<file path="src/rtl/mgmt_resp_pkg.sv">
package mgmt_resp_pkg;
  localparam int unsigned PHY_W    = 16;
  localparam int unsigned PA_W     = 4;
  localparam int unsigned RN_W     = 4;
  // command field positions (software decodes these)
  localparam int unsigned CMD_PA_LSB = 12;
  localparam int unsigned CMD_RN_LSB = 4;
  localparam int unsigned CMD_DIR_BIT = 1;
  localparam int unsigned CMD_BUSY_BIT = 0;

  localparam logic [PHY_W-1:0] CTRL_DEFAULT = 16'h3100;
  localparam logic [PHY_W-1:0] CTRL_KEEP    = 16'h7DFF;
  localparam int unsigned      CTRL_RST_BIT = 15;
  localparam logic [PHY_W-1:0] STAT_BASE    = 16'hFE28;
  localparam int unsigned      STAT_LINK_BIT = 2;
  localparam logic [PHY_W-1:0] IDENT_HI     = 16'h0044;
  localparam logic [PHY_W-1:0] IDENT_LO     = 16'h1400;
  localparam logic [PHY_W-1:0] PARTNER_ABIL = 16'h0DE0;

  typedef enum logic [RN_W-1:0] {
    PR_CTRL  = 4'd0,
    PR_STAT  = 4'd1,
    PR_IDHI  = 4'd2,
    PR_IDLO  = 4'd3,
    PR_ADV   = 4'd4,
    PR_PART  = 4'd5
  } phy_reg_e;
endpackage

</file>
<file path="src/rtl/mgmt_cmd_decode.sv">
module mgmt_cmd_decode
  import mgmt_resp_pkg::*;
(
  input  logic            cmd_stb_i,
  input  logic [PA_W-1:0] cmd_pa_i,
  input  logic [RN_W-1:0] cmd_rn_i,
  input  logic            cmd_dir_i,
  input  logic [PA_W-1:0] cfg_pa_i,
  output logic            exec_rd_o,
  output logic            exec_wr_o,
  output logic [RN_W-1:0] reg_idx_o
);
  logic hit;
  assign hit       = cmd_stb_i && (cmd_pa_i == cfg_pa_i);
  assign exec_rd_o = hit && !cmd_dir_i;
  assign exec_wr_o = hit &&  cmd_dir_i;
  assign reg_idx_o = cmd_rn_i;
endmodule

</file>
<file path="src/rtl/mgmt_phy_regfile.sv">
module mgmt_phy_regfile
  import mgmt_resp_pkg::*;
(
  input  logic             clk_i,
  input  logic             rst_ni,
  input  logic             wr_i,
  input  logic [RN_W-1:0]  reg_i,
  input  logic [PHY_W-1:0] wdata_i,
  input  logic             link_up_i,
  output logic [PHY_W-1:0] rdata_o
);
  logic [PHY_W-1:0] ctrl_q, adv_q, stat;
  logic             soft_rst;

  assign soft_rst = wr_i && (reg_i == PR_CTRL) && wdata_i[CTRL_RST_BIT];

  always_ff @(posedge clk_i or negedge rst_ni) begin
    if (!rst_ni) begin
      ctrl_q <= CTRL_DEFAULT;
      adv_q  <= '0;
    end else if (soft_rst) begin
      ctrl_q <= CTRL_DEFAULT;
      adv_q  <= '0;
    end else if (wr_i) begin
      if (reg_i == PR_CTRL) ctrl_q <= wdata_i & CTRL_KEEP;
      if (reg_i == PR_ADV)  adv_q  <= wdata_i;
    end
  end

  // link bit is live, so a soft reset cannot disturb it
  always_comb begin
    stat = STAT_BASE;
    stat[STAT_LINK_BIT] = link_up_i;
  end

  always_comb begin
    case (reg_i)
      PR_CTRL: rdata_o = ctrl_q;
      PR_STAT: rdata_o = stat;
      PR_IDHI: rdata_o = IDENT_HI;
      PR_IDLO: rdata_o = IDENT_LO;
      PR_ADV:  rdata_o = adv_q;
      PR_PART: rdata_o = PARTNER_ABIL;
      default: rdata_o = '0;
    endcase
  end

  assert_ctrl_soft_rst_R6: assert property (@(posedge clk_i) disable iff (!rst_ni)
    soft_rst |=> (ctrl_q == CTRL_DEFAULT) && (adv_q == '0));
  assert_ctrl_mask_R5: assert property (@(posedge clk_i) disable iff (!rst_ni)
    (wr_i && reg_i == PR_CTRL && !wdata_i[CTRL_RST_BIT]) |=> !ctrl_q[15] && !ctrl_q[9]);
  assert_regs_hold_R4: assert property (@(posedge clk_i) disable iff (!rst_ni)
    !wr_i |=> $stable(ctrl_q) && $stable(adv_q));
endmodule

</file>
<file path="src/rtl/mgmt_bus_regs.sv">
module mgmt_bus_regs
  import mgmt_resp_pkg::*;
#(
  parameter int unsigned DATA_W = 32,
  parameter int unsigned ADDR_W = 8,
  parameter logic [ADDR_W-1:0] CMD_OFF  = 8'h00,
  parameter logic [ADDR_W-1:0] DATA_OFF = 8'h04
) (
  input  logic              clk_i,
  input  logic              rst_ni,
  input  logic              bus_en_i,
  input  logic              bus_we_i,
  input  logic [ADDR_W-1:0] bus_addr_i,
  input  logic [DATA_W-1:0] bus_wdata_i,
  input  logic              exec_rd_i,
  input  logic [PHY_W-1:0]  phy_rdata_i,
  output logic              cmd_stb_o,
  output logic [DATA_W-1:0] data_o,
  output logic [DATA_W-1:0] bus_rdata_o
);
  logic [DATA_W-1:0] cmd_q, data_q;
  logic              data_stb;

  assign cmd_stb_o = bus_en_i && bus_we_i && (bus_addr_i == CMD_OFF);
  assign data_stb  = bus_en_i && bus_we_i && (bus_addr_i == DATA_OFF);

  always_ff @(posedge clk_i or negedge rst_ni) begin
    if (!rst_ni) begin
      cmd_q <= '0;
    end else if (cmd_stb_o) begin
      cmd_q <= bus_wdata_i & ~(DATA_W'(1) << CMD_BUSY_BIT);
    end
  end

  always_ff @(posedge clk_i or negedge rst_ni) begin
    if (!rst_ni) begin
      data_q <= '0;
    end else if (exec_rd_i) begin
      data_q <= DATA_W'(phy_rdata_i);
    end else if (data_stb) begin
      data_q <= bus_wdata_i;
    end
  end

  always_comb begin
    if (bus_addr_i == CMD_OFF)       bus_rdata_o = cmd_q;
    else if (bus_addr_i == DATA_OFF) bus_rdata_o = data_q;
    else                             bus_rdata_o = '0;
  end

  assign data_o = data_q;

  assert_busy_low_R2: assert property (@(posedge clk_i) disable iff (!rst_ni)
    cmd_stb_o |=> !bus_rdata_o[CMD_BUSY_BIT] || (bus_addr_i != CMD_OFF));
  assert_data_hold_R12: assert property (@(posedge clk_i) disable iff (!rst_ni)
    (!exec_rd_i && !data_stb) |=> $stable(data_q));
endmodule

</file>
<file path="src/rtl/mgmt_reg_responder.sv">
module mgmt_reg_responder
  import mgmt_resp_pkg::*;
#(
  parameter int unsigned DATA_W = 32,
  parameter int unsigned ADDR_W = 8
) (
  input  logic              clk_i,
  input  logic              rst_ni,
  input  logic [PA_W-1:0]   cfg_phy_addr_i,
  input  logic              link_up_i,
  input  logic              bus_en_i,
  input  logic              bus_we_i,
  input  logic [ADDR_W-1:0] bus_addr_i,
  input  logic [DATA_W-1:0] bus_wdata_i,
  output logic [DATA_W-1:0] bus_rdata_o
);
  logic             cmd_stb, exec_rd, exec_wr;
  logic [RN_W-1:0]  reg_idx;
  logic [PHY_W-1:0] phy_rdata;
  logic [DATA_W-1:0] data_w;

  mgmt_bus_regs #(.DATA_W(DATA_W), .ADDR_W(ADDR_W)) u_bus (
    .clk_i, .rst_ni, .bus_en_i, .bus_we_i, .bus_addr_i, .bus_wdata_i,
    .exec_rd_i(exec_rd), .phy_rdata_i(phy_rdata),
    .cmd_stb_o(cmd_stb), .data_o(data_w), .bus_rdata_o
  );

  mgmt_cmd_decode u_dec (
    .cmd_stb_i(cmd_stb),
    .cmd_pa_i(bus_wdata_i[CMD_PA_LSB +: PA_W]),
    .cmd_rn_i(bus_wdata_i[CMD_RN_LSB +: RN_W]),
    .cmd_dir_i(bus_wdata_i[CMD_DIR_BIT]),
    .cfg_pa_i(cfg_phy_addr_i),
    .exec_rd_o(exec_rd), .exec_wr_o(exec_wr), .reg_idx_o(reg_idx)
  );

  mgmt_phy_regfile u_phy (
    .clk_i, .rst_ni, .wr_i(exec_wr), .reg_i(reg_idx),
    .wdata_i(data_w[PHY_W-1:0]), .link_up_i, .rdata_o(phy_rdata)
  );

  logic cmd_match;
  assign cmd_match = cmd_stb && (bus_wdata_i[15:12] == cfg_phy_addr_i);

  assert_id_read_R3: assert property (@(posedge clk_i) disable iff (!rst_ni)
    (cmd_match && !bus_wdata_i[1] && bus_wdata_i[7:4] == 4'd2) |=> data_w == DATA_W'(IDENT_HI));
  assert_mismatch_R4: assert property (@(posedge clk_i) disable iff (!rst_ni)
    (cmd_stb && !cmd_match) |=> $stable(data_w));
  assert_unknown_zero_R11: assert property (@(posedge clk_i) disable iff (!rst_ni)
    (cmd_match && !bus_wdata_i[1] && bus_wdata_i[7:4] >= 4'd6) |=> data_w == '0);
endmodule

</file>
<file path="config.mk">
export PLATFORM = sky130hd
export DESIGN_NAME = mgmt_reg_responder
export DESIGN_NICKNAME = d
export VERILOG_FILES = /design/src/rtl/mgmt_resp_pkg.sv /design/src/rtl/mgmt_cmd_decode.sv /design/src/rtl/mgmt_phy_regfile.sv /design/src/rtl/mgmt_bus_regs.sv /design/src/rtl/mgmt_reg_responder.sv
export SDC_FILE = /design/constraint.sdc
export NUM_CORES = 1
export LEC_CHECK = 0
export ABC_CLOCK_PERIOD_IN_PS = 4600
export BUFFER_PORTS_ARGS = -buffer_cell sky130_fd_sc_hd__clkbuf_2
export CAP_MARGIN = 20
export CELL_PAD_IN_SITES_DETAIL_PLACEMENT = 1
export CELL_PAD_IN_SITES_GLOBAL_PLACEMENT = 1
export CORE_AREA = 4 4 179 94
export CTS_CLUSTER_DIAMETER = 60
export DETAILED_ROUTE_END_ITERATION = 6
export DIE_AREA = 0 0 183 98
export HOLD_SLACK_MARGIN = 0.06
export PLACE_DENSITY = 0.66
export SYNTH_ARGS = -nofsm -noshare
export SYNTH_HDL_FRONTEND = slang
export SYNTH_SLANG_ARGS = --single-unit
</file>
<file path="constraint.sdc">
create_clock -name clk_i -period 4.6 [get_ports clk_i]
set_input_delay 0.23 -clock clk_i [delete_from_list [all_inputs] [get_ports clk_i]]
set_output_delay 0.23 -clock clk_i [all_outputs]
set_load 0.1 [all_outputs]
</file>
==> flow_summary.yaml, run 1 <==
run_status:
  status: "completed"
floorplanning:
  coreArea_um2: 15200
  die_x_um: 183
  start_util_pct: 29.6
  dieArea_um2: 17900
  io_pins: 81
  row_count: 32
  die_y_um: 98
clock_network:
  clockRootBuffer: "clkbuf_16"
  cts_tree: "done"
  clockBufferDepth: 2
  insertion_delay_ns: 0.34
  cts_htree_levels: 3
  post_cts_buffers: 0
  clock_sinks: 93
  cts_buffers: 9
  cts.clk_slew.worst_paths_ns: 0.07
worst_setup_path:
  cp_top_family: "simple AND/OR/NAND/NOR gates"
  worstReg2RegEnd: "u_phy.adv_q[10]"
  worstPathRequired_ns: 4.37
  worstSetupPathDepth: 6
  rrSetupSlack_ns: 2.37
  r2r-start: "u_bus.data_o[15]"
  crit_fanout: 25
  path_common_cell: "clkbuf_2"
  r2r_cells: 3
  crit_chain: "clkbuf_2, nor3_1, and3_1, buf_4, a22o_1, clkbuf_2"
  critical_path_class: "in2out"
  cp.arrival_ns: 2.67
  crit_path_top_delay_cell: "and3_1"
  critPathLaunchType: "primary input"
  critPathBufInv: 3
  max_stage_delay_ns: 0.99
  crit_path_end_kind: "output pin"
placed_design:
  port-buffer-count: 80
  place_congestion: 0.708
  hpwl_um: 8190
  dpl_cell_area_um2: 5130
pwr:
  power_density_nw_per_um2: 313
  peakVddDrop_uv: 135
  totalPowerFinal_uw: 1700
  power.leakage_uw: 0.00288
timing:
  slew_headroom_pct: 24.4
  rsz0062_at_grt: "no"
  min_period_over_period_pct: 63.0
  tns_ns: 0
  finalSetupViolations: 0
  worst_slew_pin_slew_ns: 1.13
  fmax_ghz: 0.345
  finalCriticalPeriod_ns: 2.90
  drv_slew: 0
  hold_violations: 0
  hold_slack_ns: 0.136
  fin_worst_skew_ns: 0.00423
global_routing:
  antenna_found_initial: 0
  grt_pass1_vias: 3610
  grt_overflow: 0
  grt_max_degree: 50
  grt_pass1_wl_um: 20100
  gr-usage-all-layers_pct: 14.0
synthesis:
  syn_area_per_cell_um2: 12.1
  yosysUniqueCellTypes: 34
  yosys.cell_count.top_type: "dfrtp_1"
  yosysWarnings: 0
  netlist_area_um2: 4510
  synth_async_sr_flop_share_pct: 100
  synth.yosys.seq_area_share_pct: 51.7
  ys.flop_type: "dfrtp_1"
  synth_cells: 372
  synth_top_area_cell: "dfrtp_1"
  synth_edf_count: 0
  synthTopCellsByArea: "dfrtp_1 50%, mux2_2 13%, mux2i_1 10%"
  synthTopCellsByCount: "90 x dfrtp_1, 51 x mux2_2, 47 x a22o_1"
  synth_top_area_share_pct: 49.9
  syn_nets: 421
  ys_ff_latch: 93
route:
  drt_first_pass_iters: 4
  vias_per_cell: 5.00
  drc: 0
  drt_iter0_markers: 166
  ant_nets: 0
  wire_per_inst_um: 18.9
  vias: 3262
  drt-total-wl_um: 12400
finish:
  finalInstanceArea_um2: 5440
  antenna_cells: 0
  fill_cells: 1677
  fin_nets: 493
  syn_to_final_growth_pct: 20.6
  drive_above_1_share_pct: 36.5
flow_run:
  drv_cap: 0
worst_hold_path:
  min_to: "u_bus.cmd_q[26]"
  hp-class: "in2reg"
  hold_start: "bus_wdata_i[26]"
  hold_depth: 2
## power breakdown
group          switching, uW  internal, uW
Combinational           61.1          40.0
Sequential              11.7           832
Clock                    334           425
## layout make-up
cell class                      instances  area [um2]  area share, %
Tap cell                              204         255           4.69
Clock inverter                          7        73.8           1.36
Clock buffer                            9         225           4.14
Timing Repair Buffer                   89         473           8.70
Sequential cell                        93        2330           42.9
Inverter                                5        18.8          0.345
Multi-Input combinational cell        246        2060           37.9
## worst max-delay path by stage
stage,to,from,slack (ns)
after CTS,bus_rdata_o[6],bus_addr_i[7],1.75
after global routing,bus_rdata_o[4],bus_addr_i[7],1.57
after global placement,bus_rdata_o[6],bus_addr_i[7],1.79
final,bus_rdata_o[6],bus_addr_i[7],1.70
after floorplan,bus_rdata_o[10],bus_addr_i[7],2.36
after detailed placement,bus_rdata_o[6],bus_addr_i[7],1.75
## cells by family after synthesis
kind of cell,after synthesis,share of synthesized area [%]
simple gates,77,9.26
compound gates,68,12.5
flops,93,51.7
xor+xnor,4,0.777
mux,97,22.9
buf+inv,33,2.88
## metal layers
layer  wire length (um)  track usage (%)  vias up  part of all wire, %
met5                  0                0        -                    0
met1               5640             18.1     1713                   46
met2               6210             24.0       40                   50
met4                129             3.09        0                  1.0
met3                391             3.39        9                  3.2
li1                   -                -     1500                    -
## cell usage in the layout (no fill, tap or decap), types with 4 or more instances in the layout
cell       Yosys  final
mux2i_1       46     46
dfrtp_1       90     90
clkbuf_2       0     79
mux2_2        51     51
nor3_1         4      4
a22o_1        47     47
nor2_1        30     29
nand2_1       14     14
inv_1          5      5
o21ai_0        5      5
xnor2_1        4      4
nor2b_1       13     13
buf_4          0      9
clkbuf_16      0      9
## state kept, by name (all words and copies together), names as in the netlist
register,flops
u_bus.cmd_q,31
u_bus.data_o,32
u_phy.adv_q,16
u_phy.ctrl_q,14
## through the flow
stage,util [%],setup WS (ns),instances
floorplan,-,2.36,372
global placement,33.7,1.79,636
detailed placement,33.7,1.75,636
CTS,35.7,1.75,653
global route,35.7,1.57,653
finish,35.7,1.70,653
## what timing repair did
| item | CTS | global route |
|---|---|---|
| resized for setup | 0 | 0 |
| hold buffers | 1 | 0 |
| endpoints found under the hold margin | 44 | 0 |
## worst register-to-register path: stages, from the launching register on
cell     delay, ns
dfrtp_1       0.82
nor2_1        0.08
or4_1         0.85
a22o_1        0.37
No activity file was read; power rests on OpenSTA's default activity.
==> inputs of run 2 (changes only) <==
- ABC_CLOCK_PERIOD_IN_PS: 4600 -> 2550
- PLACE_DENSITY: 0.66 -> 0.68
- clock period: 4.6 -> 2.55 ns (I/O delays scaled with it)
==> run 2 against run 1 <==
Clock skew grew 0.0032 ns. Worst setup slack lost 1.2 ns. Die area is the same. Clock power rose by 78%. Sequential power grew 80%. Highest routed layer unchanged. Critical path type is now in2reg.
==> flow_summary.yaml, run 2 (synthesized netlist as in run 1, its figures left out) <==
worst_setup_path:
  crit_path_end_kind: "flip-flop"
  critical_path_class: "in2reg"
  r2r-start: "u_bus.data_o[15]"
  worstPathRequired_ns: 2.77
  r2r_cells: 3
  crit_fanout: 16
  worstReg2RegEnd: "u_phy.adv_q[8]"
  cp.arrival_ns: 2.23
  critPathLaunchType: "primary input"
  rrSetupSlack_ns: 0.89
finish:
  drive_above_1_share_pct: 35.8
  syn_to_final_growth_pct: 37.9
  layout_commonest_cell: "dfrtp_1"
  mostFrequentLayoutCells: "90 x dfrtp_1, 51 x mux2_2, 47 x a22o_1, 47 x clkbuf_2, 46 x mux2i_1"
  fin_nets: 527
  fill_cells: 1619
  layoutNonFillerInstCount: 687
  largest_reg_flops: 32
  antenna_cells: 0
clock_network:
  post_cts_resized: 0
  clockBufferDepth: 2
  post_cts_buffers: 0
  clockRootBuffer: "clkbuf_16"
  cts_htree_levels: 3
  clock_sinks: 93
  insertion_delay_ns: 0.34
  cts.clk_slew.worst_paths_ns: 0.07
  cts_tree: "done"
  cts_hold_buffers: 23
  cts_buffers: 9
timing:
  finalCriticalPeriod_ns: 2.01
  fmax_ghz: 0.499
  worst_slew_pin_slew_ns: 0.750
  fin_worst_skew_ns: 0.00742
  slew_headroom_pct: 49.6
  finalSetupViolations: 0
  tns_ns: 0
  hold_slack_ns: 0.0768
  drv_slew: 0
  hold_violations: 0
  min_period_over_period_pct: 78.6
  rsz0062_at_grt: "no"
global_routing:
  grt_pass1_wl_um: 21100
  use_met2_pct: 25.7
  gr-usage-met3_pct: 3.09
  busiest_layer: "met2"
  grt_pass1_vias: 3844
  antenna_found_initial: 0
  met1_usage_pct: 19.0
  grt_overflow: 0
  grt_max_degree: 49
  gr-usage-all-layers_pct: 14.8
floorplanning:
  die_x_um: 183
  dieArea_um2: 17900
  io_pins: 81
  start_util_pct: 29.6
  row_count: 32
  die_y_um: 98
  coreArea_um2: 15200
flow_run:
  drv_cap: 0
worst_hold_path:
  hp-class: "in2reg"
  min_to: "u_bus.cmd_q[13]"
  hold_start: "bus_wdata_i[13]"
  hold_depth: 2
placed_design:
  place_congestion: 0.769
  port-buffer-count: 80
  hpwl_um: 8790
  placed_cells: 648
pwr:
  peakVddDrop_uv: 314
  power.leakage_uw: 0.00313
  power_density_nw_per_um2: 497
route:
  wire_per_inst_um: 18.7
  vias_per_cell: 4.93
  drt_iter0_markers: 181
  drt_first_pass_iters: 4
  drt-total-wl_um: 12900
  drc: 0
  ant_nets: 0
  vias: 3384
run_status:
  status: "completed"
## run 2: cell types whose count changed in the layout (fill, tap and decap cells not counted)
cell,previous run,this run
buf_12,0,32
buf_4,9,21
clkbuf_1,0,3
clkbuf_2,79,47
clkinv_2,2,0
clkinv_4,1,2
clkinvlp_4,1,0
dlygate4sd3_1,1,23
inv_6,2,1
## run 2: metal layers
metal,vias to the layer above,wire length [um]
met5,-,0
met4,0,138
met3,12,364
met2,49,6390
met1,1750,5980
li1,1573,-
## run 2: worst max-delay path by stage
stage / from / end / slack [ns]
final: bus_wdata_i[5] / u_phy.adv_q[8] / 0.54
after global routing: bus_wdata_i[5] / u_phy.adv_q[4] / 0.46
after CTS: bus_wdata_i[5] / u_phy.adv_q[3] / 0.63
after detailed placement: bus_wdata_i[5] / u_phy.adv_q[14] / 0.26
after global placement: bus_wdata_i[5] / u_phy.adv_q[10] / 0.30
after floorplan: bus_addr_i[7] / bus_rdata_o[10] / 0.52
## run 2: report_power, final
group | leakage [uW] | switching (uW) | internal, uW
registers | 0.00128 | 18.3 | 1500
clock network | 0.000141 | 583 | 769
logic | 0.00171 | 119 | 101
total | 0.00313 | 720 | 2370
## run 2: area by class of cell
cell class | count | area [um2] | area share [%]
clock buffer | 12 | 236 | 3.80
timing repair buffer | 123 | 1260 | 20.3
clock inverter | 4 | 56.3 | 0.905
tap | 204 | 255 | 4.10
sequential | 93 | 2330 | 37.5
multi-input combinational | 246 | 2060 | 33.1
inverter | 5 | 18.8 | 0.302
## run 2: metrics by stage
| step | instance area (um2) | setup WS (ns) | utilization [%] | power, uW |
|---|---|---|---|---|
| detailed placement | 5700 | 0.257 | 37.5 | 1740 |
| finish | 6220 | 0.545 | 40.9 | 3090 |
| CTS | 6220 | 0.626 | 40.9 | 3140 |
| global route | 6220 | 0.459 | 40.9 | 3220 |
| floorplan | 4510 | 0.519 | - | 1620 |
| global placement | 5700 | 0.296 | 37.5 | 1740 |
## run 2: critical path, stage by stage
cell      delay, ns
clkbuf_2       0.11
nor3_1         0.63
nand2_1        0.23
or4_1          0.77
a22o_1         0.36
==> inputs of run 3 (changes only) <==
- ABC_CLOCK_PERIOD_IN_PS: 2550 -> 1800
- clock period: 2.55 -> 1.8 ns (I/O delays scaled with it)
==> run 3 against run 2 <==
Sequential share of layout area shrank 1.5 points. Worst hold slack gained 0.0045 ns. Clock power grew 47%. Cell count grew 2.6%. Flip-flop and latch count is the same. Combinational power grew 56%. Critical path depth grew 3. Clock-buffer cell count shrank 2. Routed wire length grew 1.9%. Register-to-register slack lost 0.59 ns. Critical path type is now in2out. Largest cell class unchanged.
==> flow_summary.yaml, run 3 (synthesized netlist as in run 1, its figures left out) <==
floorplanning:
  io_pins: 81
  dieArea_um2: 17900
  row_count: 32
  start_util_pct: 29.6
  die_x_um: 183
  die_y_um: 98
  coreArea_um2: 15200
clock_network:
  insertion_delay_ns: 0.35
  cts_tree: "done"
  clockBufferDepth: 2
  cts_htree_levels: 3
  clock_sinks: 93
  clockRootBuffer: "clkbuf_16"
  cts_buffers: 9
  cts.clk_slew.worst_paths_ns: 0.07
timing:
  tns_ns: 0
  rsz0062_at_grt: "no"
  hold_violations: 0
  fin_worst_skew_ns: 0.0134
  slew_headroom_pct: 66.5
  fmax_ghz: 0.613
  min_period_over_period_pct: 90.6
  finalSetupViolations: 0
  drv_slew: 0
  finalCriticalPeriod_ns: 1.63
  worst_slew_pin_slew_ns: 0.502
  setup_ws_ns: 0.169
route:
  ant_nets: 0
  drt-total-wl_um: 13100
  vias_per_cell: 4.84
  drt_first_pass_iters: 4
  drt_iter0_markers: 140
  drc: 0
  wire_per_inst_um: 18.6
  vias: 3409
worst_setup_path:
  critical_path_class: "in2out"
  critPathLaunchType: "primary input"
  worstPathRequired_ns: 1.71
  crit_path_end_kind: "output pin"
  cp.arrival_ns: 1.54
  crit_fanout: 23
global_routing:
  grt_pass1_vias: 3791
  grt_pass1_wl_um: 21500
  gr-usage-all-layers_pct: 15.1
  grt_overflow: 0
  grt_max_degree: 41
  antenna_found_initial: 0
finish:
  fill_cells: 1610
  antenna_cells: 0
  fin_nets: 545
  layout_commonest_cell: "dfrtp_1"
  drive_above_1_share_pct: 44.1
  syn_to_final_growth_pct: 43.7
  mostFrequentLayoutCells: "90 x dfrtp_1, 51 x mux2_2, 47 x clkbuf_2"
  largest_reg_flops: 32
pwr:
  power_frac_clock_pct: 44.4
  p_int_uw: 3420
  p_seq_share_pct: 48.0
  combPwrFrac_pct: 7.7
  p_sw_share_pct: 23.8
  power_density_nw_per_um2: 692
  peakVddDrop_uv: 399
  p_sw_uw: 1070
  power.leakage_uw: 0.00328
flow_run:
  drv_cap: 0
placed_design:
  place_ws_ns: -0.0652
  hpwl_um: 9070
  place_congestion: 0.773
  port-buffer-count: 80
run_status:
  status: "completed"
worst_hold_path:
  hp-class: "in2reg"
run 3: cell type report:
| cell class | instances | area, um2 | share of cell area [%] |
|---|---|---|---|
| flip-flops and latches | 93 | 2330 | 36.0 |
| clock inverters | 6 | 68.8 | 1.06 |
| multi-input cells | 246 | 2120 | 32.7 |
| inverters | 5 | 18.8 | 0.289 |
| well taps | 204 | 255 | 3.94 |
| repair buffers | 141 | 1450 | 22.3 |
| clock buffers | 10 | 239 | 3.69 |
run 3: worst max-delay path, cell delays in order:
cell      delay [ns]
clkbuf_2        0.08
nor3_2          0.29
buf_4           0.18
nand2_1         0.12
nor2_2          0.18
buf_12          0.20
a22o_2          0.21
buf_12          0.18
run 3: per-layer routing:
| layer | track usage [%] | up-vias | routed length, um |
|---|---|---|---|
| li1 | - | 1597 | - |
| met1 | 20.2 | 1757 | 6030 |
| met2 | 25.7 | 50 | 6660 |
| met3 | 3.05 | 5 | 354 |
| met4 | 2.92 | 0 | 72 |
| met5 | 0 | - | 0 |
run 3: path summary, 6_finish.rpt:
kind,start,to,slack [ns],cells past startpoint
max,bus_addr_i[7],bus_rdata_o[14],0.17,8
min reg2reg,u_phy.ctrl_q[12],u_phy.ctrl_q[12],0.47,2
max in group asynchronous,rst_ni,u_phy.ctrl_q[12],0.94,3
max reg2reg,u_bus.data_o[15],u_phy.adv_q[9],0.30,4
min,bus_wdata_i[13],u_bus.data_o[13],0.08,3
min in group asynchronous,rst_ni,u_bus.data_o[8],0.22,2
run 3: power by group through the flow:
stage	clock network [uW]	logic, uW	registers [uW]
CTS	2040	348	2150
global route	2140	382	2160
finish	1990	344	2150
detailed placement	0	299	2190
floorplan	0	119	2180
global placement	0	292	2190
run 3: through the flow:
step | power (uW) | cells | cell area, um2 | util [%] | hold slack (ns)
finish | 4490 | 705 | 6480 | 42.6 | 0.0812
global route | 4680 | 705 | 6480 | 42.6 | 0.107
CTS | 4540 | 704 | 6480 | 42.6 | 0.0746
detailed placement | 2490 | 660 | 5890 | 38.7 | 0.0517
global placement | 2480 | 660 | 5890 | 38.7 | 0.0524
floorplan | 2300 | 372 | 4580 | - | -0.206
run 3: timing repair:
item | in CTS | in global routing
hold endpoints to repair | 84 | 0
setup buffers | 0 | 1
setup endpoints to repair | 0 | 1
hold buffers | 28 | 0
gates resized for setup | 0 | 0
